[src/rtl/coh_pkg.sv]
package coh_pkg;

    typedef enum logic [1:0] {
        LS_I = 2'd0,
        LS_S = 2'd1,
        LS_E = 2'd2,
        LS_M = 2'd3
    } line_st_t;

    typedef enum logic [2:0] {
        LOP_LOAD     = 3'd0,
        LOP_STORE    = 3'd1,
        LOP_EVICT    = 3'd2,
        LOP_COPYBACK = 3'd3,
        LOP_INVAL    = 3'd4
    } loc_op_t;

    typedef enum logic [2:0] {
        OM_RD_SHR   = 3'd0,
        OM_RD_OWN   = 3'd1,
        OM_UPGRADE  = 3'd2,
        OM_WRBACK   = 3'd3,
        OM_COPYBACK = 3'd4,
        OM_INVAL    = 3'd5
    } out_msg_t;

    typedef enum logic [2:0] {
        SN_RD_SHR    = 3'd0,
        SN_RD_OWN    = 3'd1,
        SN_UPGRADE   = 3'd2,
        SN_INVAL     = 3'd3,
        SN_IO_INJECT = 3'd4
    } snp_msg_t;

    typedef struct packed {
        logic     hit;
        line_st_t nxt;
        logic     wb;
        logic     fwd;
    } snp_res_t;

    typedef struct packed {
        logic     stall;
        logic     emit;
        out_msg_t msg;
        logic     use_old_tag;
        logic     data;
        logic     wr_st;
        line_st_t nxt;
        logic     wr_tag;
        logic     set_pend;
        logic     own;
    } loc_res_t;

    // Next state and data duties of a line hit by an intervention.
    function automatic snp_res_t snoop_eval(logic [2:0] msg, logic hit, line_st_t prior);
        snp_res_t r;
        r.hit = hit;
        r.nxt = prior;
        r.wb  = 1'b0;
        r.fwd = 1'b0;
        if (hit) begin
            case (snp_msg_t'(msg))
                SN_RD_SHR: begin
                    r.nxt = LS_S;
                    if (prior == LS_M) begin
                        r.wb  = 1'b1;
                        r.fwd = 1'b1;
                    end
                end
                SN_RD_OWN: begin
                    r.nxt = LS_I;
                    if (prior == LS_M) begin
                        r.wb  = 1'b1;
                        r.fwd = 1'b1;
                    end
                end
                SN_UPGRADE, SN_INVAL, SN_IO_INJECT: r.nxt = LS_I;
                default: r.nxt = prior;
            endcase
        end
        return r;
    endfunction

    // Decision for one local event against the current line.
    function automatic loc_res_t local_eval(logic [2:0] op, logic hit, line_st_t cur,
                                            logic pend, logic conflict);
        loc_res_t r;
        r = '0;
        if (pend || conflict) begin
            r.stall = 1'b1;
        end else begin
            case (loc_op_t'(op))
                LOP_LOAD, LOP_STORE: begin
                    if (!hit) begin
                        r.emit  = 1'b1;
                        r.wr_st = 1'b1;
                        r.nxt   = LS_I;
                        if (cur == LS_M) begin
                            r.stall       = 1'b1;
                            r.msg         = OM_WRBACK;
                            r.use_old_tag = 1'b1;
                            r.data        = 1'b1;
                        end else begin
                            r.msg      = (op == LOP_STORE) ? OM_RD_OWN : OM_RD_SHR;
                            r.wr_tag   = 1'b1;
                            r.set_pend = 1'b1;
                            r.own      = (op == LOP_STORE);
                        end
                    end else if (op == LOP_STORE) begin
                        if (cur == LS_S) begin
                            r.emit  = 1'b1;
                            r.msg   = OM_UPGRADE;
                            r.wr_st = 1'b1;
                            r.nxt   = LS_M;
                        end else if (cur == LS_E) begin
                            r.wr_st = 1'b1;
                            r.nxt   = LS_M;
                        end
                    end
                end
                LOP_EVICT: begin
                    if (hit) begin
                        r.wr_st = 1'b1;
                        r.nxt   = LS_I;
                        if (cur == LS_M) begin
                            r.emit = 1'b1;
                            r.msg  = OM_WRBACK;
                            r.data = 1'b1;
                        end
                    end
                end
                LOP_COPYBACK: begin
                    if (hit && cur == LS_M) begin
                        r.emit  = 1'b1;
                        r.msg   = OM_COPYBACK;
                        r.data  = 1'b1;
                        r.wr_st = 1'b1;
                        r.nxt   = LS_S;
                    end
                end
                LOP_INVAL: begin
                    r.emit = 1'b1;
                    r.msg  = OM_INVAL;
                    if (hit) begin
                        r.wr_st = 1'b1;
                        r.nxt   = LS_I;
                    end
                end
                default: r = '0;
            endcase
        end
        return r;
    endfunction

endpackage

[src/rtl/coh_line_store.sv]
module coh_line_store
    import coh_pkg::*;
#(
    parameter int LINES = 8,
    parameter int TAG_W = 12,
    localparam int IDX_W = (LINES > 1) ? $clog2(LINES) : 1
) (
    input  logic             clk,
    input  logic             rst,
    input  logic [IDX_W-1:0] ra_idx,
    output line_st_t         ra_st,
    output logic [TAG_W-1:0] ra_tag,
    output logic             ra_pend,
    input  logic [IDX_W-1:0] rb_idx,
    output line_st_t         rb_st,
    output logic [TAG_W-1:0] rb_tag,
    input  logic [IDX_W-1:0] rc_idx,
    output line_st_t         rc_st,
    output logic [TAG_W-1:0] rc_tag,
    output logic             rc_pend,
    input  logic             sw_en,
    input  logic [IDX_W-1:0] sw_idx,
    input  line_st_t         sw_st,
    input  logic [IDX_W-1:0] lw_idx,
    input  logic             lw_st_en,
    input  line_st_t         lw_st,
    input  logic             lw_tag_en,
    input  logic [TAG_W-1:0] lw_tag,
    input  logic             lw_set_pend,
    input  logic             lw_own,
    input  logic             f_en,
    input  logic [IDX_W-1:0] f_idx
);

    line_st_t         st_q  [LINES];
    logic [TAG_W-1:0] tag_q [LINES];
    logic [LINES-1:0] pend_q;
    logic [LINES-1:0] own_q;

    always_ff @(posedge clk) begin
        if (rst) begin
            for (int i = 0; i < LINES; i++) begin
                st_q[i]  <= LS_I;
                tag_q[i] <= '0;
            end
            pend_q <= '0;
            own_q  <= '0;
        end else begin
            for (int i = 0; i < LINES; i++) begin
                if (f_en && f_idx == IDX_W'(i) && pend_q[i]) begin
                    st_q[i]   <= own_q[i] ? LS_E : LS_S;
                    pend_q[i] <= 1'b0;
                end else if (sw_en && sw_idx == IDX_W'(i)) begin
                    st_q[i] <= sw_st;
                end else if (lw_idx == IDX_W'(i)) begin
                    if (lw_st_en)  st_q[i]  <= lw_st;
                    if (lw_tag_en) tag_q[i] <= lw_tag;
                    if (lw_set_pend) begin
                        pend_q[i] <= 1'b1;
                        own_q[i]  <= lw_own;
                    end
                end
            end
        end
    end

    assign ra_st   = st_q[ra_idx];
    assign ra_tag  = tag_q[ra_idx];
    assign ra_pend = pend_q[ra_idx];
    assign rb_st   = st_q[rb_idx];
    assign rb_tag  = tag_q[rb_idx];
    assign rc_st   = st_q[rc_idx];
    assign rc_tag  = tag_q[rc_idx];
    assign rc_pend = pend_q[rc_idx];

endmodule

[src/rtl/coh_snoop_unit.sv]
module coh_snoop_unit
    import coh_pkg::*;
#(
    parameter int TAG_W = 12
) (
    input  logic             clk,
    input  logic             rst,
    input  logic             snp_valid,
    input  logic [2:0]       snp_msg,
    input  logic [TAG_W-1:0] snp_tag,
    input  line_st_t         line_st,
    input  logic [TAG_W-1:0] line_tag,
    output logic             wr_en,
    output line_st_t         wr_st,
    output logic             rsp_valid,
    output logic [1:0]       rsp_prior,
    output logic             rsp_wb,
    output logic             rsp_fwd
);

    logic     hit;
    snp_res_t res;

    assign hit   = (line_st != LS_I) && (line_tag == snp_tag);
    assign res   = snoop_eval(snp_msg, hit, line_st);
    assign wr_en = snp_valid && res.hit;
    assign wr_st = res.nxt;

    always_ff @(posedge clk) begin
        if (rst) begin
            rsp_valid <= 1'b0;
            rsp_prior <= 2'd0;
            rsp_wb    <= 1'b0;
            rsp_fwd   <= 1'b0;
        end else begin
            rsp_valid <= snp_valid;
            rsp_prior <= (snp_valid && hit) ? line_st : LS_I;
            rsp_wb    <= snp_valid && res.wb;
            rsp_fwd   <= snp_valid && res.fwd;
        end
    end

endmodule

[src/rtl/coh_local_unit.sv]
module coh_local_unit
    import coh_pkg::*;
#(
    parameter int LINES = 8,
    parameter int TAG_W = 12,
    localparam int IDX_W = (LINES > 1) ? $clog2(LINES) : 1
) (
    input  logic             clk,
    input  logic             rst,
    input  logic             loc_valid,
    input  logic [2:0]       loc_op,
    input  logic [IDX_W-1:0] loc_idx,
    input  logic [TAG_W-1:0] loc_tag,
    input  line_st_t         line_st,
    input  logic [TAG_W-1:0] line_tag,
    input  logic             line_pend,
    input  logic             conflict,
    output logic             stall,
    output logic             st_en,
    output line_st_t         st_nxt,
    output logic             tag_en,
    output logic             set_pend,
    output logic             own,
    output logic             out_valid,
    output logic [2:0]       out_msg,
    output logic [IDX_W-1:0] out_idx,
    output logic [TAG_W-1:0] out_tag,
    output logic             out_data
);

    logic     hit;
    loc_res_t res;

    assign hit      = (line_st != LS_I) && (line_tag == loc_tag);
    assign res      = local_eval(loc_op, hit, line_st, line_pend, conflict);
    assign stall    = loc_valid && res.stall;
    assign st_en    = loc_valid && res.wr_st;
    assign st_nxt   = res.nxt;
    assign tag_en   = loc_valid && res.wr_tag;
    assign set_pend = loc_valid && res.set_pend;
    assign own      = res.own;

    always_ff @(posedge clk) begin
        if (rst) begin
            out_valid <= 1'b0;
            out_msg   <= 3'd0;
            out_idx   <= '0;
            out_tag   <= '0;
            out_data  <= 1'b0;
        end else begin
            out_valid <= loc_valid && res.emit;
            out_msg   <= res.msg;
            out_idx   <= loc_idx;
            out_tag   <= res.use_old_tag ? line_tag : loc_tag;
            out_data  <= loc_valid && res.emit && res.data;
        end
    end

endmodule

[src/rtl/coh_line_ctrl.sv]
module coh_line_ctrl
    import coh_pkg::*;
#(
    parameter int LINES = 8,
    parameter int TAG_W = 12,
    localparam int IDX_W = (LINES > 1) ? $clog2(LINES) : 1
) (
    input  logic             clk,
    input  logic             rst,
    input  logic             loc_valid,
    input  logic [2:0]       loc_op,
    input  logic [IDX_W-1:0] loc_idx,
    input  logic [TAG_W-1:0] loc_tag,
    output logic             loc_stall,
    output logic             out_valid,
    output logic [2:0]       out_msg,
    output logic [IDX_W-1:0] out_idx,
    output logic [TAG_W-1:0] out_tag,
    output logic             out_data,
    input  logic             fill_valid,
    input  logic [IDX_W-1:0] fill_idx,
    input  logic             snp_valid,
    input  logic [2:0]       snp_msg,
    input  logic [IDX_W-1:0] snp_idx,
    input  logic [TAG_W-1:0] snp_tag,
    output logic             rsp_valid,
    output logic [1:0]       rsp_prior,
    output logic             rsp_wb,
    output logic             rsp_fwd,
    input  logic [IDX_W-1:0] lkp_idx,
    output logic [1:0]       lkp_state,
    output logic [TAG_W-1:0] lkp_tag,
    output logic             lkp_pend
);

    line_st_t         loc_st, snp_st, lkp_st;
    logic [TAG_W-1:0] loc_ltag, snp_ltag;
    logic             loc_pend;
    logic             snp_wr_en;
    line_st_t         snp_wr_st;
    logic             l_st_en, l_tag_en, l_set_pend, l_own;
    line_st_t         l_st_nxt;
    logic             conflict;

    assign conflict  = snp_valid && (snp_idx == loc_idx);
    assign lkp_state = lkp_st;

    coh_line_store #(.LINES(LINES), .TAG_W(TAG_W)) u_store (
        .clk        (clk),
        .rst        (rst),
        .ra_idx     (loc_idx),
        .ra_st      (loc_st),
        .ra_tag     (loc_ltag),
        .ra_pend    (loc_pend),
        .rb_idx     (snp_idx),
        .rb_st      (snp_st),
        .rb_tag     (snp_ltag),
        .rc_idx     (lkp_idx),
        .rc_st      (lkp_st),
        .rc_tag     (lkp_tag),
        .rc_pend    (lkp_pend),
        .sw_en      (snp_wr_en),
        .sw_idx     (snp_idx),
        .sw_st      (snp_wr_st),
        .lw_idx     (loc_idx),
        .lw_st_en   (l_st_en),
        .lw_st      (l_st_nxt),
        .lw_tag_en  (l_tag_en),
        .lw_tag     (loc_tag),
        .lw_set_pend(l_set_pend),
        .lw_own     (l_own),
        .f_en       (fill_valid),
        .f_idx      (fill_idx)
    );

    coh_snoop_unit #(.TAG_W(TAG_W)) u_snoop (
        .clk      (clk),
        .rst      (rst),
        .snp_valid(snp_valid),
        .snp_msg  (snp_msg),
        .snp_tag  (snp_tag),
        .line_st  (snp_st),
        .line_tag (snp_ltag),
        .wr_en    (snp_wr_en),
        .wr_st    (snp_wr_st),
        .rsp_valid(rsp_valid),
        .rsp_prior(rsp_prior),
        .rsp_wb   (rsp_wb),
        .rsp_fwd  (rsp_fwd)
    );

    coh_local_unit #(.LINES(LINES), .TAG_W(TAG_W)) u_local (
        .clk      (clk),
        .rst      (rst),
        .loc_valid(loc_valid),
        .loc_op   (loc_op),
        .loc_idx  (loc_idx),
        .loc_tag  (loc_tag),
        .line_st  (loc_st),
        .line_tag (loc_ltag),
        .line_pend(loc_pend),
        .conflict (conflict),
        .stall    (loc_stall),
        .st_en    (l_st_en),
        .st_nxt   (l_st_nxt),
        .tag_en   (l_tag_en),
        .set_pend (l_set_pend),
        .own      (l_own),
        .out_valid(out_valid),
        .out_msg  (out_msg),
        .out_idx  (out_idx),
        .out_tag  (out_tag),
        .out_data (out_data)
    );

endmodule

[config.mk]
export PLATFORM = sky130hd
export DESIGN_NAME = coh_line_ctrl
export DESIGN_NICKNAME = d
export VERILOG_FILES = /design/src/rtl/coh_pkg.sv /design/src/rtl/coh_line_store.sv /design/src/rtl/coh_snoop_unit.sv /design/src/rtl/coh_local_unit.sv /design/src/rtl/coh_line_ctrl.sv
export SDC_FILE = /design/constraint.sdc
export NUM_CORES = 1
export LEC_CHECK = 0
export ABC_CLOCK_PERIOD_IN_PS = 6870
export BUFFER_PORTS_ARGS = -buffer_cell sky130_fd_sc_hd__buf_2
export CAP_MARGIN = 0
export CORE_ASPECT_RATIO = 0.8
export CORE_MARGIN = 1
export CORE_UTILIZATION = 60
export CTS_CLUSTER_DIAMETER = 40
export DETAILED_ROUTE_END_ITERATION = 8
export PLACE_DENSITY_LB_ADDON = 0.08
export SYNTH_ARGS = -nofsm -noshare
export SYNTH_HDL_FRONTEND = slang
export SYNTH_SLANG_ARGS = --single-unit
[constraint.sdc]
create_clock -name clk -period 6.87 [get_ports clk]
set_clock_uncertainty 0.05 [all_clocks]
set_input_delay 1.374 -clock clk [delete_from_list [all_inputs] [get_ports clk]]
set_output_delay 1.374 -clock clk [all_outputs]
set_load 0.03 [all_outputs]
==> summary.txt <==
Outcome
  – Status: completed

Clocking
  – Setup Buffers After CTS: 0
  – Clock sink count: about 150
  – Root Buffer: clkbuf_16
  – Cts repair resizes: 0
  – Clock transition at the registers of the reported paths: approximately 0.06 ns
  – CTS Hold Buffers Added: 0
  – Clk Latency, worst-skew pair: about 0.43 ns
  – Total CTS buffers: 17
  – Max H-tree Level: 4
  – CTS tree: done
  – Clock buffer depth: 2

Yosys
  – Seq cells post-synth: about 150
  – Synthesized instance count: 879
  – Number of enable flip-flop cells after synthesis: 112
  – Synth Warn #: 0
  – Asr flop ratio synth: 0%
  – Mapped cell area: 9673 um2
  – Yosys cell types: between 70 and 80
  – Main synth FF type: edfxtp_1
  – Total nets after synthesis: 929
  – Sequential element share of the synthesized area: 43.05%
  – Avg Synthesized Cell Area: 11.00 um2

Detailed routing
  – Initial drt markers: approximately 1200
  – Via count: 8462
  – WL final: 33250 um
  – Vias per cell: ~7.1
  – Post-DRT Antenna Nets: 0
  – DR WL/cell: 28.06 um
  – DRC: 0
  – DR pass1 iterations: 7

Final layout
  – Final Non-Filler Cells: ~1200
  – Final #Nets: 1007
  – Reg area: 4164 um2
  – # diodes: 0
  – Layout cells sized above 1: 26.80%
  – Area Overhead vs Synth: 12.26%
  – Area of the multi-input gates: 5080 um2
  – Fillcell total: between 1000 and 1500

Global routing
  – Total GRT Usage: 41.62%
  – Largest net degree at the start of global routing: 44
  – Initial antenna violation count: 0
  – First-pass GRT wire length: a little under 50000 um
  – Met2 usage: between 50% and 60%
  – Met3 Use GR: 12.44%
  – Most used routing layer in global routing: met1
  – Vias in the first global route: 7869
  – GR Layer Usage met1: approximately 60%
  – Global route overflow: 0

Worst setup path
  – WP data arrival: between 4 and 5 ns
  – Critical Path Fanout Max: 36
  – CP startpoint kind: input port
  – CP Class: input port to primary output
  – Flop2flop setup slack: 2.86 ns
  – Critical path endpoint category: primary output
  – Worst EP required: roughly 5.5 ns

Timing
  – Fin. max-slew vios: 0
  – Min Hold Slack: between 0.4 and 0.5 ns
  – Setup ws final: 0.7777 ns
  – Fin. Hold Viols: 0
  – Crit share post-route: between 80% and 90%
  – Final setup TNS: 0 ns
  – Min cycle time layout: 6.092 ns
  – Worst Tran Pin Value: 1.123 ns
  – Slew headroom: 24.55%
  – Setup violations, final: 0
  – Max Freq: 164.1 MHz
  – RSZ-0062 raised after global routing: no

Placed design
  – Placer Congestion: between 1 and 1.5
  – Post-DP HPWL: 23170 um
  – Pre-CTS setup slack: 0.9549 ns
  – IO Port Bufs: 87
  – Placed cell count: ~1200

Power
  – Power density over cell area: 225.9 nW/um2
  – Leak: ~4.2 nW
  – VDD IR max: 0.2028 mV
  – Total power draw: 2.453 mW

Floorplan
  – Die X: approximately 140 um
  – Die extent in y: 115.6 um
  – Row Count: 41
  – Starting Density: 61.42%
  – Core region area: around 16000 um2
  – I/O Pins: 88
  – Die area: 16640 um2

Run
  – Max_cap viols: 0

Min path
  – Worst hold path type: register to register
## logic make-up after synthesis
logic type	share of synthesized area, %
xor+xnor	1.630
compound gates	11.20
mux	21.24
buf+inv	4.437
fa+ha+maj	0.3881
flops	43.05
simple gates	18.06
## placed cells by master, fill, tap and decap left out, types with 14 or more instances in the layout
cell       count
inv_1         29
dfxtp_1       40
nand2_1       67
a211oi_1      14
nor2_1       104
buf_2         87
xnor2_1       15
buf_4         28
clkbuf_16     17
nor2b_1       25
edfxtp_1     112
mux4_2        50
mux2_2        41
nand3_1       21
and2_1        21
a21oi_1       26
nand2b_1      17
o22ai_1       15
mux2i_1       41
## where the power goes
| group | internal, mW | switching (mW) | total (mW) |
|---|---|---|---|
| Combinational | 0.167 | 0.272 | 0.439 |
| Sequential | 1.03 | 0.0378 | 1.06 |
| Clock | 0.547 | 0.402 | 0.949 |
| Total | 1.74 | 0.712 | 2.45 |
## area by class of cell
type	instances	area share [%]
clock buffer	18	4.044
multi-input combinational	641	46.78
tap	215	2.477
timing repair buffer	115	5.945
inverter	30	1.037
clock inverter	14	1.371
sequential	152	38.35
## state kept, by name, summed over array words and instances, names as in the netlist
register / flops
u_store.own_q: 8
u_local.out_tag: 12
u_store.tag_q: 96
u_snoop.rsp_wb: 1
u_snoop.rsp_prior: 2
u_store.st_q: 16
u_local.out_valid: 1
u_local.out_data: 1
u_snoop.rsp_valid: 1
u_local.out_idx: 3
u_local.out_msg: 3
u_store.pend_q: 8
## routing by layer
layer | part of all wire, % | wire, um | up-vias
met3 | 15 | 4843 | 104
met2 | 43 | 14140 | 750
met4 | 2.9 | 975 | 0
met5 | 0 | 0 | -
li1 | - | - | 3516
met1 | 40 | 13290 | 4092
## cell usage after synthesis, drive strengths merged, types with 4 or more instances
| cell type | count | area [um2] |
|---|---|---|
| o22ai | 15 | 93.84 |
| nor2b | 25 | 156.4 |
| o22a | 4 | 35.03 |
| clkbuf | 24 | 90.09 |
| a22oi | 4 | 30.03 |
| dfxtp | 40 | 800.8 |
| a31oi | 5 | 31.28 |
| a211oi | 15 | 117.6 |
| mux2i | 42 | 432.9 |
| a32oi | 5 | 43.79 |
| inv | 29 | 108.9 |
| o21ai | 18 | 93.84 |
| edfxtp | 112 | 3363 |
| o32ai | 4 | 35.03 |
| buf | 32 | 226.5 |
| and3 | 8 | 50.05 |
| nand2b | 17 | 106.4 |
| mux4 | 50 | 1126 |
| nor2 | 104 | 390.4 |
| a21oi | 26 | 130.1 |
| nand2 | 67 | 251.5 |
| a211o | 6 | 52.55 |
| and4 | 5 | 43.79 |
| mux2 | 44 | 495.5 |
| a22o | 8 | 70.07 |
| nand4 | 11 | 68.82 |
| nand3 | 21 | 105.1 |
| nor3 | 13 | 76.33 |
| xnor2 | 15 | 131.4 |
| or2 | 6 | 37.54 |
| nor4 | 4 | 43.80 |
| o211ai | 7 | 57.55 |
| nor4b | 7 | 73.82 |
| and2 | 21 | 131.4 |
| or3 | 12 | 75.07 |
| a221oi | 7 | 67.56 |
## through the flow
stage / utilization [%] / area (um2)
4_1_cts: 68.95 / 10860
3_5_place_dp: 65.22 / 10270
2_1_floorplan: - / 9673
5_1_grt: 68.95 / 10860
3_3_place_gp: 65.22 / 10270
6_report: 68.95 / 10860
## worst max-delay path, stage by stage
cell	delay (ns)
buf_2	0.71
nand2b_1	0.42
o22ai_1	0.12
a221oi_1	0.34
mux2i_1	0.15
nor4_2	0.54
and3_1	0.51
nor2_1	0.09
a21oi_1	0.15
nor2_1	0.06
buf_2	0.17
## worst paths after layout
| check | from | endpoint | cells after the start |
|---|---|---|---|
| worst min register to register | u_store.own_q[7]$_SDFFE_PP0P_ | u_store.own_q[7]$_SDFFE_PP0P_ | 2 |
| worst min-delay path | u_store.own_q[7]$_SDFFE_PP0P_ | u_store.own_q[7]$_SDFFE_PP0P_ | 2 |
| worst max register to register | u_store.st_q[7][1]$_SDFFCE_PP0P_ | u_store.st_q[4][0]$_SDFFCE_PN0P_ | 10 |
| worst max-delay path | loc_idx[1] | loc_stall | 11 |
No activity file was read; power rests on OpenSTA's default activity.
